**src/rtl/prot_cfg_pkg.sv**
```systemverilog
package prot_cfg_pkg;
  typedef enum logic [2:0] {
    RG_MAIN = 3'd0,
    RG_SEC  = 3'd1,
    RG_LOCK = 3'd2,
    RG_UID  = 3'd3,
    RG_CFG  = 3'd4,
    RG_WREN = 3'd5
  } region_e;
endpackage

```
**src/rtl/prot_rst_sync.sv**
```systemverilog
module prot_rst_sync #(
  parameter int STAGES = 2
) (
  input  logic clk,
  input  logic rst_n,
  output logic rst_n_sync
);
  logic [STAGES-1:0] sh_q;

  always_ff @(posedge clk or negedge rst_n) begin
    if (!rst_n) sh_q <= '0;
    else        sh_q <= {sh_q[STAGES-2:0], 1'b1};
  end

  assign rst_n_sync = sh_q[STAGES-1];
endmodule

```
**src/rtl/prot_wren_guard.sv**
```systemverilog
module prot_wren_guard
  import prot_cfg_pkg::*;
(
  input  logic       clk,
  input  logic       rst_n,
  input  logic       cmd_start,
  input  logic       cmd_write,
  input  logic [2:0] cmd_region,
  output logic       wren_flag,
  output logic       cfg_ok
);
  logic wren_q, wren_d;
  logic ok_q, ok_d;

  always_comb begin
    wren_d = wren_q;
    ok_d   = ok_q;
    if (cmd_start) begin
      // every command start consumes the flag; only a write to the enable
      // register re-arms it
      wren_d = cmd_write && (cmd_region == RG_WREN);
      ok_d   = wren_q && cmd_write && (cmd_region == RG_CFG);
    end
  end

  always_ff @(posedge clk or negedge rst_n) begin
    if (!rst_n) begin
      wren_q <= 1'b0;
      ok_q   <= 1'b0;
    end else begin
      wren_q <= wren_d;
      ok_q   <= ok_d;
    end
  end

  assign wren_flag = wren_q;
  assign cfg_ok    = ok_q;
endmodule

```
**src/rtl/prot_byte_judge.sv**
```systemverilog
module prot_byte_judge
  import prot_cfg_pkg::*;
#(
  parameter int DATA_W   = 8,
  parameter int CFG_W    = 4,
  parameter int LOCK_POS = 1
) (
  input  logic              clk,
  input  logic              rst_n,
  input  logic              wp_in,
  input  logic              cmd_start,
  input  logic              cmd_write,
  input  logic [2:0]        cmd_region,
  input  logic              data_valid,
  input  logic [DATA_W-1:0] data_byte,
  input  logic              stop_evt,
  input  logic              lock_bit,
  input  logic              cfg_ok,
  output logic              ack_valid,
  output logic              ack,
  output logic              commit_go,
  output logic [2:0]        commit_sel,
  output logic [CFG_W-1:0]  staged_cfg,
  output logic              commit,
  output logic [2:0]        commit_region
);
  localparam int CFG_LSB = DATA_W - CFG_W;

  logic             act_q, act_d;
  logic             wr_q, wr_d;
  region_e          reg_q, reg_d;
  logic             pend_q, pend_d;
  logic [CFG_W-1:0] cfg_q, cfg_d;
  logic             av_q, av_d;
  logic             ak_q, ak_d;
  logic             cm_q, cm_d;
  logic [2:0]       cr_q, cr_d;

  logic accept, stage, byte_hit;

  always_comb begin
    accept = 1'b0;
    stage  = 1'b0;
    case (reg_q)
      RG_MAIN: begin accept = 1'b1;     stage = 1'b1;     end
      RG_SEC:  begin accept = !lock_bit; stage = !lock_bit; end
      RG_LOCK: begin
        accept = !lock_bit;
        stage  = !lock_bit && data_byte[LOCK_POS];
      end
      RG_CFG:  begin accept = cfg_ok;   stage = cfg_ok;   end
      RG_WREN: begin accept = 1'b1;     stage = 1'b0;     end
      default: begin accept = 1'b0;     stage = 1'b0;     end
    endcase
  end

  assign byte_hit  = data_valid && act_q && wr_q && !cmd_start;
  assign commit_go = stop_evt && !cmd_start && act_q && wr_q && pend_q && !wp_in;

  always_comb begin
    act_d  = act_q;
    wr_d   = wr_q;
    reg_d  = reg_q;
    pend_d = pend_q;
    cfg_d  = cfg_q;
    if (cmd_start) begin
      act_d  = 1'b1;
      wr_d   = cmd_write;
      reg_d  = region_e'(cmd_region);
      pend_d = 1'b0;
    end else if (stop_evt) begin
      act_d  = 1'b0;
      pend_d = 1'b0;
    end else if (byte_hit && stage) begin
      pend_d = 1'b1;
      if (reg_q == RG_CFG) cfg_d = data_byte[DATA_W-1:CFG_LSB];
    end
    av_d = byte_hit;
    ak_d = byte_hit && accept;
    cm_d = commit_go;
    cr_d = commit_go ? reg_q : cr_q;
  end

  always_ff @(posedge clk or negedge rst_n) begin
    if (!rst_n) begin
      act_q  <= 1'b0;
      wr_q   <= 1'b0;
      reg_q  <= RG_MAIN;
      pend_q <= 1'b0;
      cfg_q  <= '0;
      av_q   <= 1'b0;
      ak_q   <= 1'b0;
      cm_q   <= 1'b0;
      cr_q   <= '0;
    end else begin
      act_q  <= act_d;
      wr_q   <= wr_d;
      reg_q  <= reg_d;
      pend_q <= pend_d;
      cfg_q  <= cfg_d;
      av_q   <= av_d;
      ak_q   <= ak_d;
      cm_q   <= cm_d;
      cr_q   <= cr_d;
    end
  end

  assign ack_valid     = av_q;
  assign ack           = ak_q;
  assign commit        = cm_q;
  assign commit_region = cr_q;
  assign commit_sel    = reg_q;
  assign staged_cfg    = cfg_q;
endmodule

```
**src/rtl/prot_nv_regs.sv**
```systemverilog
module prot_nv_regs
  import prot_cfg_pkg::*;
#(
  parameter int             CFG_W       = 4,
  parameter logic [CFG_W-1:0] CFG_DEFAULT = 4'b0001
) (
  input  logic             clk,
  input  logic             rst_n,
  input  logic             commit_go,
  input  logic [2:0]       commit_sel,
  input  logic [CFG_W-1:0] staged_cfg,
  output logic             lock_bit,
  output logic [CFG_W-1:0] cfg_bits
);
  logic             lock_q, lock_d, lock_en;
  logic [CFG_W-1:0] cfg_q, cfg_d;
  logic             cfg_en;

  assign lock_en = commit_go && (commit_sel == RG_LOCK);
  assign cfg_en  = commit_go && (commit_sel == RG_CFG);

  always_comb begin
    lock_d = lock_q | lock_en;
    cfg_d  = cfg_en ? staged_cfg : cfg_q;
  end

  always_ff @(posedge clk or negedge rst_n) begin
    if (!rst_n) begin
      lock_q <= 1'b0;
      cfg_q  <= CFG_DEFAULT;
    end else begin
      if (lock_en) lock_q <= lock_d;
      if (cfg_en)  cfg_q  <= cfg_d;
    end
  end

  assign lock_bit = lock_q;
  assign cfg_bits = cfg_q;
endmodule

```
**src/rtl/prot_cfg_ctrl.sv**
```systemverilog
module prot_cfg_ctrl
  import prot_cfg_pkg::*;
#(
  parameter int               DATA_W      = 8,
  parameter int               CFG_W       = 4,
  parameter int               LOCK_POS    = 1,
  parameter logic [CFG_W-1:0] CFG_DEFAULT = 4'b0001
) (
  input  logic              clk,
  input  logic              rst_n,
  input  logic              wp_in,
  input  logic              cmd_start,
  input  logic              cmd_write,
  input  logic [2:0]        cmd_region,
  input  logic              data_valid,
  input  logic [DATA_W-1:0] data_byte,
  input  logic              stop_evt,
  input  logic [CFG_W-2:0]  dev_sel,
  output logic              ack_valid,
  output logic              ack,
  output logic              commit,
  output logic [2:0]        commit_region,
  output logic              lock_bit,
  output logic [CFG_W-1:0]  cfg_bits,
  output logic              wren_flag,
  output logic              sel_match,
  output logic [DATA_W-1:0] lock_rdbyte,
  output logic [DATA_W-1:0] cfg_rdbyte
);
  localparam int SEL_W  = CFG_W - 1;
  localparam int FILL_W = DATA_W - CFG_W;

  logic             rst_n_i;
  logic             cfg_ok;
  logic             commit_go;
  logic [2:0]       commit_sel;
  logic [CFG_W-1:0] staged_cfg;
  logic [SEL_W-1:0] sel_eq;

  prot_rst_sync #(.STAGES(2)) u_rst (
    .clk(clk), .rst_n(rst_n), .rst_n_sync(rst_n_i)
  );

  prot_wren_guard u_guard (
    .clk(clk), .rst_n(rst_n_i),
    .cmd_start(cmd_start), .cmd_write(cmd_write), .cmd_region(cmd_region),
    .wren_flag(wren_flag), .cfg_ok(cfg_ok)
  );

  prot_byte_judge #(.DATA_W(DATA_W), .CFG_W(CFG_W), .LOCK_POS(LOCK_POS)) u_judge (
    .clk(clk), .rst_n(rst_n_i), .wp_in(wp_in),
    .cmd_start(cmd_start), .cmd_write(cmd_write), .cmd_region(cmd_region),
    .data_valid(data_valid), .data_byte(data_byte), .stop_evt(stop_evt),
    .lock_bit(lock_bit), .cfg_ok(cfg_ok),
    .ack_valid(ack_valid), .ack(ack),
    .commit_go(commit_go), .commit_sel(commit_sel), .staged_cfg(staged_cfg),
    .commit(commit), .commit_region(commit_region)
  );

  prot_nv_regs #(.CFG_W(CFG_W), .CFG_DEFAULT(CFG_DEFAULT)) u_nv (
    .clk(clk), .rst_n(rst_n_i),
    .commit_go(commit_go), .commit_sel(commit_sel), .staged_cfg(staged_cfg),
    .lock_bit(lock_bit), .cfg_bits(cfg_bits)
  );

  // select comparison: cfg_bits[0] is the any-select bit, the rest align with dev_sel
  for (genvar i = 0; i < SEL_W; i++) begin : g_sel
    assign sel_eq[i] = (dev_sel[i] == cfg_bits[i+1]);
  end
  assign sel_match = cfg_bits[0] | (&sel_eq);

  for (genvar b = 0; b < DATA_W; b++) begin : g_lockrd
    if (b == LOCK_POS) begin : g_bit
      assign lock_rdbyte[b] = lock_bit;
    end else begin : g_zero
      assign lock_rdbyte[b] = 1'b0;
    end
  end

  assign cfg_rdbyte = {cfg_bits, {FILL_W{1'b1}}};
endmodule

```
**config.mk**
```make
export PLATFORM = sky130hd
export DESIGN_NAME = prot_cfg_ctrl
export DESIGN_NICKNAME = d
export VERILOG_FILES = /design/src/rtl/prot_cfg_pkg.sv /design/src/rtl/prot_rst_sync.sv /design/src/rtl/prot_wren_guard.sv /design/src/rtl/prot_byte_judge.sv /design/src/rtl/prot_nv_regs.sv /design/src/rtl/prot_cfg_ctrl.sv
export SDC_FILE = /design/constraint.sdc
export NUM_CORES = 1
export LEC_CHECK = 0
export CAP_MARGIN = 20
export CORE_MARGIN = 2
export CORE_UTILIZATION = 42
export DETAILED_ROUTE_END_ITERATION = 10
export PLACE_DENSITY = 0.79
export SYNTH_ARGS = -nofsm -noshare
export SYNTH_HDL_FRONTEND = slang
export SYNTH_SLANG_ARGS = --single-unit
```
**constraint.sdc**
```tcl
create_clock -name clk -period 1 [get_ports clk]
set_input_delay 0.15 -clock clk [delete_from_list [all_inputs] [get_ports clk]]
set_output_delay 0.15 -clock clk [all_outputs]
set_load 0.01 [all_outputs]
```
==> results of run 1 <==
==> synth_stat cells (2+ instances only) <==
cell,n
mux2_2,13
o22ai_1,2
buf_2,2
buf_4,16
o21ai_0,3
inv_1,5
a31o_2,2
nor4_4,2
nand2_1,5
nand3b_1,2
dfrtp_1,24
xnor2_1,3
conb_1,2
==> metal layers <==
| layer | vias to the layer above | share of wire [%] | track usage (%) |
|---|---|---|---|
| met5 | - | 0 | 0 |
| met4 | 0 | 2.2 | 7.97 |
| met3 | 5 | 4.7 | 2.95 |
| met2 | 32 | 54 | 30.2 |
| met1 | 431 | 39 | 20.6 |
| li1 | 417 | - | - |
==> registers in the layout (all words and copies together) (netlist names) <==
name / flops
u_nv.cfg_bits: 4
u_guard.wren_flag: 1
u_guard.cfg_ok: 1
u_judge.commit: 1
u_judge.wr_q: 1
u_judge.ack_valid: 1
u_rst.sh_q: 2
u_judge.commit_sel: 3
u_judge.commit_region: 3
u_judge.pend_q: 1
u_judge.staged_cfg: 4
u_nv.lock_bit: 1
u_judge.act_q: 1
u_judge.ack: 1
==> worst max-delay path by stage <==
stage / slack (ps) / endpoint / from
2_1_floorplan: -540 / u_judge.staged_cfg[0]$_DFFE_PN0P_ / u_judge.commit_sel[0]$_DFFE_PN0P_
4_1_cts: -660 / u_judge.staged_cfg[3]$_DFFE_PN0P_ / u_judge.commit_sel[0]$_DFFE_PN0P_
3_5_place_dp: -860 / u_nv.cfg_bits[1]$_DFFE_PN0P_ / cmd_start
3_3_place_gp: -850 / u_nv.cfg_bits[2]$_DFFE_PN0P_ / cmd_start
6_report: -670 / u_judge.staged_cfg[3]$_DFFE_PN0P_ / u_judge.commit_sel[0]$_DFFE_PN0P_
5_1_grt: -760 / u_judge.staged_cfg[1]$_DFFE_PN0P_ / u_judge.commit_sel[0]$_DFFE_PN0P_
==> where the power goes <==
part | switching (W) | internal, W | total, W
clock network | 0.000298 | 0.000150 | 0.000449
logic | 0.000141 | 0.000177 | 0.000318
registers | 0.0000446 | 0.00105 | 0.00109
==> kinds of logic (layout without fill, tap and decap cells) <==
group	Yosys count	after routing
xor+xnor	3	3
buf+inv	23	73
compound gates	12	12
other cells	2	12
simple gates	17	17
flops	25	25
mux	13	13
==> through the flow <==
step | instance area [um^2] | power (W) | util, % | setup slack, ps | std cells
finish | 1850 | 0.00186 | 67.6 | -667 | 186
detailed placement | 1630 | 0.00138 | 59.7 | -858 | 169
floorplan | 1260 | 0.00126 | - | -537 | 105
CTS | 1780 | 0.00186 | 65.2 | -658 | 184
global placement | 1630 | 0.00137 | 59.7 | -854 | 169
global route | 1850 | 0.00195 | 67.6 | -762 | 186
==> repair_timing <==
item | CTS | global route
endpoints found under the setup margin | 32 | 34
hold buffers | 1 | 0
hold endpoints to repair | 2 | 0
pin swaps | 3 | 2
gates cloned | 0 | 0
gates resized for setup | 99 | 18
setup buffers | 10 | 9
==> area by class of cell <==
cell class | instances | area share (%)
flip-flops and latches | 25 | 34.1
repair buffers | 64 | 32.5
multi-input cells | 57 | 28.8
well taps | 31 | 2.10
clock buffers | 3 | 1.22
inverters | 5 | 1.02
clock inverters | 1 | 0.271
==> metrics.md, run 1 <==
| Metric | Value |
|---|---|
| Status | finished with violations |
| Failing checks | negative setup slack |
| Die X | between 50 and 60 um |
| Initial antenna violation count | 0 |
| CTS root buf | clkbuf_4 |
| Layout Area Growth over Synthesis | 54.5% |
| Startpoint Class | register |
| Xor and xnor area share after synthesis | under 10% |
| Final antenna-violating net count | 0 |
| Final setup TNS | -8910 ps |
| Most frequent cells in the layout | buf_6 (24), dfrtp_1 (21), clkdlybuf4s50_1 (17) |
| Largest net degree at the start of global routing | 15 |
| Synth Register Bits | 25 |
| Row Count | 19 |
| Power density cells | slightly above 1000 mW/mm^2 |
| CP arrival | roughly 1900 ps |
| CP required | about 1200 ps |
| Tcrit/Tclk final | 167% |
| # setup viols final | 31 |
| Synth cell types | 27 |
| Yosys top cell area share | about half |
| Ys Warns | 0 |
| Fin. max-slew vios | 0 |
| Leakage | between 0.9 and 1 nW |
| Fin nets | 177 |
| Clk sinks | 25 |
| Mapped Avg Cell Area | between 10 and 15 um^2 |
| Clock-pin slew on the worst setup and hold paths | approximately 130 ps |
| Post-synthesis sequential area ratio | roughly 52% |
| Grt total ovfl | 0 |
| Synth area leaders | dfrtp_1 (50%), mux2_2 (12%), buf_4 (10%), nor4_4 (3.6%), dfstp_2 (2.2%) |
| Longest Clk Path Bufs | 2 |
| Crit-path cells | nor4b_4 -> o31ai_2 -> nor4_4 -> mux2_2 |
| Filler Cells Inserted | 207 |
| Die Area | about 0.0033 mm^2 |
| Global-route wire length before repair | roughly 4300 um |
| Most common cell after layout, fill and taps aside | buf_6 |
| Vias per cell | approximately 4.8 |
| Mapped Area | between 0.001 and 0.0015 mm^2 |
| Buffers and inverters on the worst path | 0 |
| Simple-Gate Fraction of Synth Area | between 10% and 20% |
| Multi-input logic area | approximately 530 um^2 |
| Final min period | 1670 ps |
| R2R setup slack | -670 ps |
| Worst path slowest cell | dfrtp_2 |
| Worst Path Max Fanout | 6 |
| Synth Area in Compound Gates | roughly 7.4% |
| Remaining DRCs | 0 |
| CTS buffer count | 3 |
| Largest stage delay, worst path | ~490 ps |
| RR Endpoint | u_judge.staged_cfg[3]$_DFFE_PN0P_ |
| Initial DRC Count | 17 |
| Max VDD drop | around 1.1 mV |
| Final hold viol count | 0 |
| Clock Latency Late Sink | ~320 ps |
| Critical Path Sink Type | register |
| Final wirelength | ~2800 um |
| Hold Path Class | reg -> async |
| Mux cell area share after synthesis | 12.2% |
| Largest family of logic cells by synthesized area | simple AND/OR/NAND/NOR gates |
| Worst Reg-to-Reg Cells | 4 |
| GRT Total Usage | between 15 and 20% |
| Starting Density | 43.8% |
| Critical path class | reg -> reg |
| RePlAce Congestion | approximately 0.84 |
| First drt pass iteration count | 4 |
| Cell depth of the worst setup path | 4 |
| Worst reg2reg path startpoint | u_judge.commit_sel[0]$_DFFE_PN0P_ |
| DP Wirelength | ~1900 um |
| Crit path max-delay family | simple AND/OR/NAND/NOR gates |
| Hold slack final | ~150 ps |
| Ys flop type | dfrtp_1 |
| Asr flop ratio synth | between 90% and 100% |
| Core region area | about 0.0027 mm^2 |
| Ant. Diodes | 0 |
| Reg area | ~630 um^2 |
| Skew final | 2.92 ps |
| Final setup margin | -667 ps |
| # port buffers | 35 |
| Post-synth EDFFs | 0 |
| Vias in the first global route | 941 |
| WL/cell | 15.0 um |
| Via count | around 900 |
| Post-synthesis adder-cell area fraction | 0% |
| Fmax | between 500 and 600 MHz |
| Share of cells above drive strength 1 | 51.6% |
| Max-Cap Viols | 0 |
| # IOs | 50 |
| Die H | ~57 um |
| Leading area contributor after synthesis | dfrtp_1 |
| RSZ-0062 raised after global routing | yes |
| TritonCTS clock tree | built |
| Syn Inst Count | 95 |
| H-tree depth | 1 |
No activity file was read; power rests on OpenSTA's default activity.
==> inputs of run 2 (changes only) <==
--- a/config.mk
+++ b/config.mk
@@ -10,6 +10,7 @@
 export CORE_UTILIZATION = 42
 export DETAILED_ROUTE_END_ITERATION = 10
 export PLACE_DENSITY = 0.79
+export SKIP_CTS_REPAIR_TIMING = 1
 export SYNTH_ARGS = -nofsm -noshare
 export SYNTH_HDL_FRONTEND = slang
 export SYNTH_SLANG_ARGS = --single-unit
==> run 2 against run 1 <==
Against the previous run: die area is the same; sequential power is essentially flat; register-to-register slack gained 30 ps; worst hold slack lost 0.61 ps; global-route usage shrank 1.8 points; the flow still finishes with violations (negative setup slack); combinational power shrank 6%; count of clock-buffer cells in the layout is the same.
==> metrics.md, run 2 (synthesized netlist as in run 1, its figures left out) <==
| Metric | Value |
|---|---|
| Global-route wire length before repair | 3910 um |
| Metal2 WL | approximately 1300 um |
| Worst path slowest cell | dfrtp_2 |
| Clock-pin slew on the worst setup and hold paths | 130 ps |
| Final antenna-violating net count | 0 |
| Grt total ovfl | 0 |
| Most frequent cells in the layout | dfrtp_1 (21), clkdlybuf4s50_1 (17), buf_6 (15) |
| # IOs | 50 |
| TritonCTS clock tree | built |
| Row Count | 19 |
| Longest Clk Path Bufs | 2 |
| Max VDD drop | 1.14 mV |
| Die H | between 50 and 60 um |
| Vias in the first global route | 873 |
| Final min period | roughly 1600 ps |
| Buffers and inverters on the worst path | 0 |
| Hold Path Class | reg -> async |
| Failing checks | negative setup slack |
| Ant. Diodes | 0 |
| Initial DRC Count | 16 |
| First drt pass iteration count | 4 |
| Final hold viol count | 0 |
| H-tree depth | 1 |
| Reg area | ~630 um^2 |
| Worst Path Max Fanout | 6 |
| CTS root buf | clkbuf_4 |
| Fin nets | 170 |
| Worst reg2reg path startpoint | u_judge.commit_sel[0]$_DFFE_PN0P_ |
| Most common cell after layout, fill and taps aside | dfrtp_1 |
| Power density cells | 1050 mW/mm^2 |
| Startpoint Class | register |
| Vias per cell | roughly 4.8 |
| Final setup margin | -633 ps |
| CTS buffer count | 3 |
| Share of cells above drive strength 1 | 49.3% |
| Die Area | 0.00329 mm^2 |
| Metal1 wirelength | around 960 um |
| Die X | approximately 57 um |
| Crit-path cells | nor4b_4 -> o31ai_2 -> nor4_4 -> mux2_2 |
| Crit path max-delay family | simple AND/OR/NAND/NOR gates |
| Placed Instance Area | 0.00163 mm^2 |
| Fin. max-slew vios | 0 |
| Fin area | between 0.0015 and 0.002 mm^2 |
| Met3 routed wirelength | 139 um |
| Fmax | 613 MHz |
| Largest net degree at the start of global routing | 15 |
| Overall power | around 0.0018 W |
| Final Util | 63.9% |
| WL/cell | 13.6 um |
| Final setup TNS | -8010 ps |
| Top sig layer | met4 |
| Core region area | 0.00273 mm^2 |
| Largest stage delay, worst path | 480 ps |
| RSZ-0062 raised after global routing | yes |
| RePlAce Congestion | approximately 0.84 |
| Layout Area Growth over Synthesis | 46.0% |
| GRT Total Usage | roughly 16% |
| Critical Path Sink Type | register |
| Max-Cap Viols | 0 |
| Multi-input logic area | approximately 530 um^2 |
| Skew final | between 1 and 1.5 ps |
| Starting Density | roughly 44% |
| Critical path class | reg -> reg |
| DP Wirelength | ~1900 um |
| Filler Cells Inserted | between 200 and 250 |
| # setup viols final | 28 |
| Via count | around 860 |
| Initial antenna violation count | 0 |
| CP arrival | about 1900 ps |
| Clk sinks | 25 |
| Remaining DRCs | 0 |
| Tcrit/Tclk final | 163% |
| CP required | about 1200 ps |
| Clock Latency Late Sink | between 300 and 400 ps |
| Leakage | approximately 0.85 nW |
| Status | finished with violations |
| Final wirelength | 2440 um |
| # port buffers | 35 |
| Setup crit start | u_judge.commit_sel[0]$_DFFE_PN0P_ |
## run 2: cell types whose count changed in the layout (fill, tap and decap cells not counted), moves of 2 or more
cell | previous run | this run
buf_6 | 24 | 15
clkbuf_2 | 0 | 10
buf_2 | 6 | 0
buf_4 | 16 | 14
## run 2: area by class of cell
| type | count | share of cell area (%) |
|---|---|---|
| clock inverters | 1 | 0.287 |
| clock buffers | 3 | 1.29 |
| multi-input cells | 57 | 30.2 |
| well taps | 31 | 2.22 |
| flip-flops and latches | 25 | 36.1 |
| repair buffers | 57 | 28.9 |
| inverters | 5 | 1.07 |
## run 2: report_power, final
| group | switching (W) | internal (W) | total, W |
|---|---|---|---|
| Clock | 0.000295 | 0.000150 | 0.000445 |
| Sequential | 0.0000432 | 0.00105 | 0.00109 |
| Combinational | 0.000131 | 0.000168 | 0.000299 |
## run 2: path summary, 6_finish.rpt
| path | slack (ps) | depth (start not counted) | to |
|---|---|---|---|
| worst max-delay path | -630 | 4 | u_judge.staged_cfg[2]$_DFFE_PN0P_ |
| worst min-delay path | 150 | 0 | u_judge.commit$_DFF_PN0_ |
| worst max register to register | -630 | 4 | u_judge.staged_cfg[2]$_DFFE_PN0P_ |
| worst min register to register | 150 | 0 | u_judge.commit$_DFF_PN0_ |
| max in group asynchronous | 380 | 2 | u_rst.sh_q[1]$_DFF_PN0_ |
| min in group clk | 360 | 0 | u_rst.sh_q[1]$_DFF_PN0_ |
## run 2: worst reg2reg max path, stage by stage, from the launching register on
cell,delay (ps)
dfrtp_2,480
nor4b_4,300
o31ai_2,120
nor4_4,260
mux2_2,370
## run 2: per-stage QoR
step	worst slack, ps	hold slack [ps]	std cells
CTS	-777	-34.3	173
finish	-633	145	179
global placement	-854	144	169
global route	-763	168	179
detailed placement	-858	146	169
floorplan	-537	-146	105
## run 2: per-layer routing
layer  vias up  GRT usage (%)
met5         -              0
met4         0           7.97
met3         5           3.17
met2        32           25.3
met1       415           19.4
li1        404              -
==> inputs of run 3 (changes only) <==
--- a/config.mk
+++ b/config.mk
@@ -8,6 +8,7 @@
 export CAP_MARGIN = 20
 export CORE_MARGIN = 2
 export CORE_UTILIZATION = 42
+export CTS_CLUSTER_DIAMETER = 200
 export DETAILED_ROUTE_END_ITERATION = 10
 export PLACE_DENSITY = 0.79
 export SKIP_CTS_REPAIR_TIMING = 1
==> results of run 3 <==
No change in the layout: final DEF, timing and power equal those of run 2.
